File: src/rtl/lsr_pkg.sv
package lsr_pkg;
    typedef enum logic [2:0] {
        ST_IDLE,
        ST_LOOKUP,
        ST_HDR,
        ST_DRAIN,
        ST_FLUSH
    } lsr_state_e;
endpackage

File: src/rtl/lsr_port_fifo.sv
module lsr_port_fifo #(
    parameter int DW    = 32,
    parameter int DEPTH = 16
) (
    input  logic          clk,
    input  logic          rst_n,
    input  logic          wr_vld,
    input  logic [DW-1:0] wr_data,
    input  logic          rd,
    output logic [DW-1:0] rd_data,
    output logic          empty,
    output logic          rd_last,
    output logic          busy
);
    localparam int AW = (DEPTH > 1) ? $clog2(DEPTH) : 1;

    logic [DW-1:0] mem [DEPTH];
    logic [AW-1:0] wptr_q, rptr_q;
    logic [AW:0]   cnt_q;
    logic          busy_q, open_q;
    logic          full, acc;

    assign full    = (cnt_q == (AW+1)'(DEPTH));
    assign empty   = (cnt_q == '0);
    assign acc     = wr_vld && !full && (!busy_q || open_q);
    assign rd_last = (cnt_q == (AW+1)'(1)) && !acc;
    assign rd_data = mem[rptr_q];
    assign busy    = busy_q;

    always_ff @(posedge clk) begin
        if (acc) begin
            mem[wptr_q] <= wr_data;
        end
    end

    always_ff @(posedge clk or negedge rst_n) begin
        if (!rst_n) begin
            wptr_q <= '0;
            rptr_q <= '0;
            cnt_q  <= '0;
            busy_q <= 1'b0;
            open_q <= 1'b0;
        end else begin
            open_q <= acc;
            if (acc) begin
                wptr_q <= (wptr_q == AW'(DEPTH-1)) ? '0 : wptr_q + 1'b1;
            end
            if (rd) begin
                rptr_q <= (rptr_q == AW'(DEPTH-1)) ? '0 : rptr_q + 1'b1;
            end
            cnt_q <= cnt_q + (AW+1)'(acc) - (AW+1)'(rd);
            if (rd && rd_last) begin
                busy_q <= 1'b0;
            end else if (acc) begin
                busy_q <= 1'b1;
            end
        end
    end
endmodule

File: src/rtl/lsr_prio_arb.sv
module lsr_prio_arb #(
    parameter int N = 4
) (
    input  logic         en,
    input  logic [N-1:0] req,
    output logic [N-1:0] gnt
);
    always_comb begin
        gnt = '0;
        if (en) begin
            for (int i = N - 1; i >= 0; i--) begin
                if (req[i]) begin
                    gnt    = '0;
                    gnt[i] = 1'b1;
                end
            end
        end
    end
endmodule

File: src/rtl/lsr_fwd_ctrl.sv
module lsr_fwd_ctrl
    import lsr_pkg::*;
#(
    parameter int NPORT = 4,
    parameter int DW    = 32,
    parameter int DEPTH = 16,
    parameter int LW    = 20,
    parameter int PW    = (NPORT > 1) ? $clog2(NPORT) : 1
) (
    input  logic                clk,
    input  logic                rst_n,
    input  logic [NPORT*DW-1:0] in_word,
    input  logic [NPORT-1:0]    in_vld,
    output logic [NPORT-1:0]    in_busy,
    output logic                lkp_req,
    output logic [LW-1:0]       lkp_label,
    input  logic                lkp_ack,
    input  logic                lkp_hit,
    input  logic [LW-1:0]       lkp_new_label,
    input  logic [PW-1:0]       lkp_port,
    output logic [NPORT*DW-1:0] out_word,
    output logic [NPORT-1:0]    out_vld,
    output logic [NPORT-1:0]    out_last
);
    localparam int KW = DW - LW;

    lsr_state_e    state_q, state_d;
    logic [PW-1:0] cur_q, dest_q, gidx;
    logic [LW-1:0] lbl_q;

    logic [DW-1:0]    head [NPORT];
    logic [NPORT-1:0] empty, last, pop, req, gnt;
    logic [DW-1:0]    cur_head;
    logic             cur_empty, cur_last, pop_cur;

    for (genvar i = 0; i < NPORT; i++) begin : g_port
        lsr_port_fifo #(.DW(DW), .DEPTH(DEPTH)) i_fifo (
            .clk     (clk),
            .rst_n   (rst_n),
            .wr_vld  (in_vld[i]),
            .wr_data (in_word[i*DW +: DW]),
            .rd      (pop[i]),
            .rd_data (head[i]),
            .empty   (empty[i]),
            .rd_last (last[i]),
            .busy    (in_busy[i])
        );
    end

    assign req = ~empty;

    lsr_prio_arb #(.N(NPORT)) i_arb (
        .en  (state_q == ST_IDLE),
        .req (req),
        .gnt (gnt)
    );

    always_comb begin
        gidx      = '0;
        cur_head  = '0;
        cur_empty = 1'b1;
        cur_last  = 1'b0;
        for (int i = 0; i < NPORT; i++) begin
            if (gnt[i]) gidx = PW'(i);
            if (cur_q == PW'(i)) begin
                cur_head  = head[i];
                cur_empty = empty[i];
                cur_last  = last[i];
            end
        end
    end

    assign pop_cur = (state_q == ST_HDR) ||
                     (((state_q == ST_DRAIN) || (state_q == ST_FLUSH)) && !cur_empty);

    always_comb begin
        state_d = state_q;
        unique case (state_q)
            ST_IDLE:   if (|gnt) state_d = ST_LOOKUP;
            ST_LOOKUP: if (lkp_ack) state_d = lkp_hit ? ST_HDR : ST_FLUSH;
            ST_HDR:    state_d = cur_last ? ST_IDLE : ST_DRAIN;
            ST_DRAIN,
            ST_FLUSH:  if (pop_cur && cur_last) state_d = ST_IDLE;
            default:   state_d = ST_IDLE;
        endcase
    end

    always_ff @(posedge clk or negedge rst_n) begin
        if (!rst_n) begin
            state_q <= ST_IDLE;
            cur_q   <= '0;
            dest_q  <= '0;
            lbl_q   <= '0;
        end else begin
            state_q <= state_d;
            if ((state_q == ST_IDLE) && (|gnt)) begin
                cur_q <= gidx;
            end
            if ((state_q == ST_LOOKUP) && lkp_ack) begin
                dest_q <= lkp_port;
                lbl_q  <= lkp_new_label;
            end
        end
    end

    always_comb begin
        lkp_req   = (state_q == ST_LOOKUP);
        lkp_label = cur_head[DW-1 -: LW];
        out_word  = '0;
        out_vld   = '0;
        out_last  = '0;
        pop       = '0;
        for (int i = 0; i < NPORT; i++) begin
            if (cur_q == PW'(i)) pop[i] = pop_cur;
            if (dest_q == PW'(i)) begin
                if (state_q == ST_HDR) begin
                    out_vld[i]             = 1'b1;
                    out_word[i*DW +: DW]   = {lbl_q, cur_head[KW-1:0]};
                    out_last[i]            = cur_last;
                end else if ((state_q == ST_DRAIN) && !cur_empty) begin
                    out_vld[i]             = 1'b1;
                    out_word[i*DW +: DW]   = cur_head;
                    out_last[i]            = cur_last;
                end
            end
        end
    end
endmodule

File: config.mk
export PLATFORM = sky130hd
export DESIGN_NAME = lsr_fwd_ctrl
export DESIGN_NICKNAME = d
export VERILOG_FILES = /design/src/rtl/lsr_pkg.sv /design/src/rtl/lsr_port_fifo.sv /design/src/rtl/lsr_prio_arb.sv /design/src/rtl/lsr_fwd_ctrl.sv
export SDC_FILE = /design/constraint.sdc
export NUM_CORES = 2
export LEC_CHECK = 0
export ABC_AREA = 1
export BUFFER_PORTS_ARGS = -buffer_cell sky130_fd_sc_hd__buf_2
export CAP_MARGIN = 25
export CORE_MARGIN = 2
export CORE_UTILIZATION = 52
export DETAILED_ROUTE_END_ITERATION = 12
export MAX_ROUTING_LAYER = met4
export PLACE_DENSITY = 0.76
export SYNTH_ARGS = -nofsm -noshare
export SYNTH_HDL_FRONTEND = slang
export SYNTH_HIERARCHICAL = 1
export SYNTH_SLANG_ARGS = --single-unit
File: constraint.sdc
create_clock -name clk -period 6.8 [get_ports clk]
set_input_delay 0.68 -clock clk [delete_from_list [all_inputs] [get_ports clk]]
set_output_delay 0.68 -clock clk [all_outputs]
set_load 0.02 [all_outputs]
==> reports/qor.csv <==
metric,value,unit
outcome,completed,
sw frac,0.334,
Detail Placement HPWL,147,mm
post-synth top area share,0.640,
drt pass-1 iters,9,
WP data required,6.12,ns
fin crit share,0.853,
Clock Tree Buf Depth,3,
CP cell instances,buf_4 -> buf_4 -> nand2_1 -> nand3_1 -> nand2_1 -> nand2_1 -> nand2_1 -> inv_1 -> nand2_1 -> nand2_1 -> o21ai_0 -> mux2i_1 -> nor2_1 -> buf_2,
Non-Filler Instances,12530,
post-synthesis sequential area ratio,0.662,
slowest CP cell,dfrtp_4,
synth warn,6,
critical path class,register to output port,
DRT antenna net count,0,
Critical Path Most Common Cell,nand2_1,
Post-Synthesis Cell Area,96100,µm²
Max VDD drop,0.334,mV
"most common cell after layout, fill and taps aside",nand2_1,
Critical Path AT,5.12,ns
"area leader, netlist",edfxtp_1,
Post-Syn Instances,9607,
IO Count,319,
nets,10037,
sequential group share of total power,0.439,
Fin Clk Skew,0.0576,ns
RSZ-0062 raised after global routing,false,
Clk network pwr share,0.320,
Slew HR,0.247,
Routed WL,258,mm
largest net degree at the start of global routing,203,
Async SR Flop Fraction,0.0407,
"EDFF count, synth",2048,
CTS Buf Count,208,
Die ar.,188000,µm²
Psw,11.7,mW
"Avg Cell Area, Syn",10.0,µm²
ranking of synthesized cells by area,"edfxtp_1 64%, nand2_1 13%, inv_1 7.5%",
Die Height,434,µm
Tmin final,5.80,ns
gpl congestion,0.887,
first-pass GRT wire length,382,mm
layout cells sized above 1,0.0913,
CP endpoint kind,output port,
max cap viols,0,
startpoint types,register,
most frequent cells in the layout,"3218 x nand2_1, 2048 x edfxtp_1, 1930 x inv_1, 1405 x nand3_1, 317 x buf_2",
setup TNS,0,ns
pins over their slew limit,0,
Syn Nets,9813,
Combinational Power Share,0.241,
routed vias/inst,5.38,
P per Cell Area,329,nW/µm²
cell area after layout,106000,µm²
Iter 0 DRT Violations,8454,
CTS tree,done,
final hold viol count,0,
CTS Root Cell,clkbuf_16,
Buffers on Ports,318,
num rows,157,
Internal,23.3,mW
area grow syn2layout,10.6,%
Die X,434,µm
gr usage total,0.279,
Clock H-tree levels,4,
Sink Count,2135,
Cells after DPL,12080,
Clock Latency Late Sink,0.89,ns
final hold slack,0.0309,ns
"flops & latches, synth",2135,
Leak,46.7,nW
Starting Density,0.524,
synth unique cells,39,
crit-path max FO,85,
dpl cell area,99400,µm²
Slew @ Worst Pin,1.12,ns
Placeable Area,183000,µm²
vias in the first global route,64541,
predominant post-synthesis flop cell,edfxtp_1,
via count,67418,
DRC,0,
hold crit path type,input pin to register,
Final setup violation count,0,
CP max stage delay,0.91,ns
GRT overflow,0,
initial antenna violation count,58,
clk slew on worst S/H paths,0.06,ns
average wire per standard cell,20.6,µm
Fmax,0.172,GHz
area by class of cell:
cell class,instances,area [µm²]
clock buffers,276,5600
fillers,14384,77100
repair buffers,467,2850
diodes,50,125
flip-flops and latches,2135,63700
clock inverters,119,1080
inverters,1951,7360
well taps,2464,3080
multi-input cells,5068,22500
power by group through the flow:
| stage | Sequential [mW] | Clock, mW | Combinational [mW] |
|---|---|---|---|
| after CTS | 15.4 | 11.3 | 8.19 |
| final | 15.4 | 11.2 | 8.45 |
| after floorplan | 15.4 | 0 | 5.61 |
| after global routing | 15.4 | 11.8 | 9.03 |
| after detailed placement | 15.6 | 0 | 8.13 |
| after global placement | 15.6 | 0 | 7.87 |
layer usage:
metal | global-route usage | routed length [µm]
met5 | - | 0
met4 | 0.188 | 18700
met3 | 0.0553 | 27200
met1 | 0.330 | 91200
met2 | 0.434 | 120000
registers in the layout (all words and copies together), names as in the netlist:
signal,count
g_port.i_fifo/mem,2048
dest_q,2
g_port.i_fifo/open_q,4
g_port.i_fifo/busy,4
state_q,3
g_port.i_fifo/rptr_q,16
g_port.i_fifo/wptr_q,16
g_port.i_fifo/cnt_q,20
lbl_q,20
cur_q,2
metrics by stage:
stage           util  setup slack (ns)  total power [mW]
2_1_floorplan      -              2.91              21.0
3_3_place_gp   0.542              1.91              23.5
3_5_place_dp   0.542              1.94              23.8
4_1_cts        0.578             0.947              34.8
5_1_grt        0.580             0.582              36.3
6_report       0.580             0.998              35.0
final timing paths:
kind,from,to,slack (ns),cells past startpoint
setup reg to reg,cur_q[0]$_DFFE_PN0P_,g_port[1].i_fifo/cnt_q[4]$_DFF_PN0_,2.11,15
hold reg to reg,lbl_q[17]$_DFFE_PN0P_,lbl_q[17]$_DFFE_PN0P_,0.51,1
max in group asynchronous,rst_n,g_port[2].i_fifo/rptr_q[1]$_DFFE_PN0P_,5.00,3
min in group asynchronous,rst_n,lbl_q[7]$_DFFE_PN0P_,0.57,2
hold / removal,lkp_new_label[1],lbl_q[1]$_DFFE_PN0P_,0.03,2
setup / recovery,g_port[3].i_fifo/rptr_q[0]$_DFFE_PN0P_,out_word[127],1.0,14
cell usage after synthesis (all sizes together) (3+ instances only):
cell,n
a21boi,4
a21oi,101
a221oi,3
buf,396
clkbuf,57
dfrtp,87
edfxtp,2048
fa,4
ha,44
inv,1949
mux2,21
nand2,3225
nand3,1417
nand4,24
nor2,91
nor3,72
o21ai,39
xnor2,12
xor2,8
repair_timing:
action	in CTS	in global routing
endpoints found under the hold margin	48	0
hold buffers	1	0
setup buffers	0	0
gates resized for setup	0	0
kinds of logic (layout without fill, tap and decap cells):
| group | after synthesis | in the layout | share of synthesized area |
|---|---|---|---|
| AOI/OAI and AO/OA | 149 | 149 | 0.00816 |
| xor gates and xnor gates | 20 | 20 | 0.00182 |
| adders and majority gates | 48 | 48 | 0.00656 |
| buffers and inverters | 2404 | 2813 | 0.107 |
| DFF | 2135 | 2135 | 0.662 |
| muxes | 22 | 22 | 0.00288 |
| other | 0 | 50 | 0 |
| and+or+nand+nor | 4829 | 4829 | 0.211 |
worst max-delay path: cells and delay by family (launching register included):
family                 cells  cell delay [ns]
buffers and inverters      4             1.59
AND/OR/NAND/NOR            8             0.80
flip-flops                 1             0.91
multiplexers               1             0.75
AO/OA/AOI/OAI              1             0.11
No activity file was read; power rests on OpenSTA's default activity.
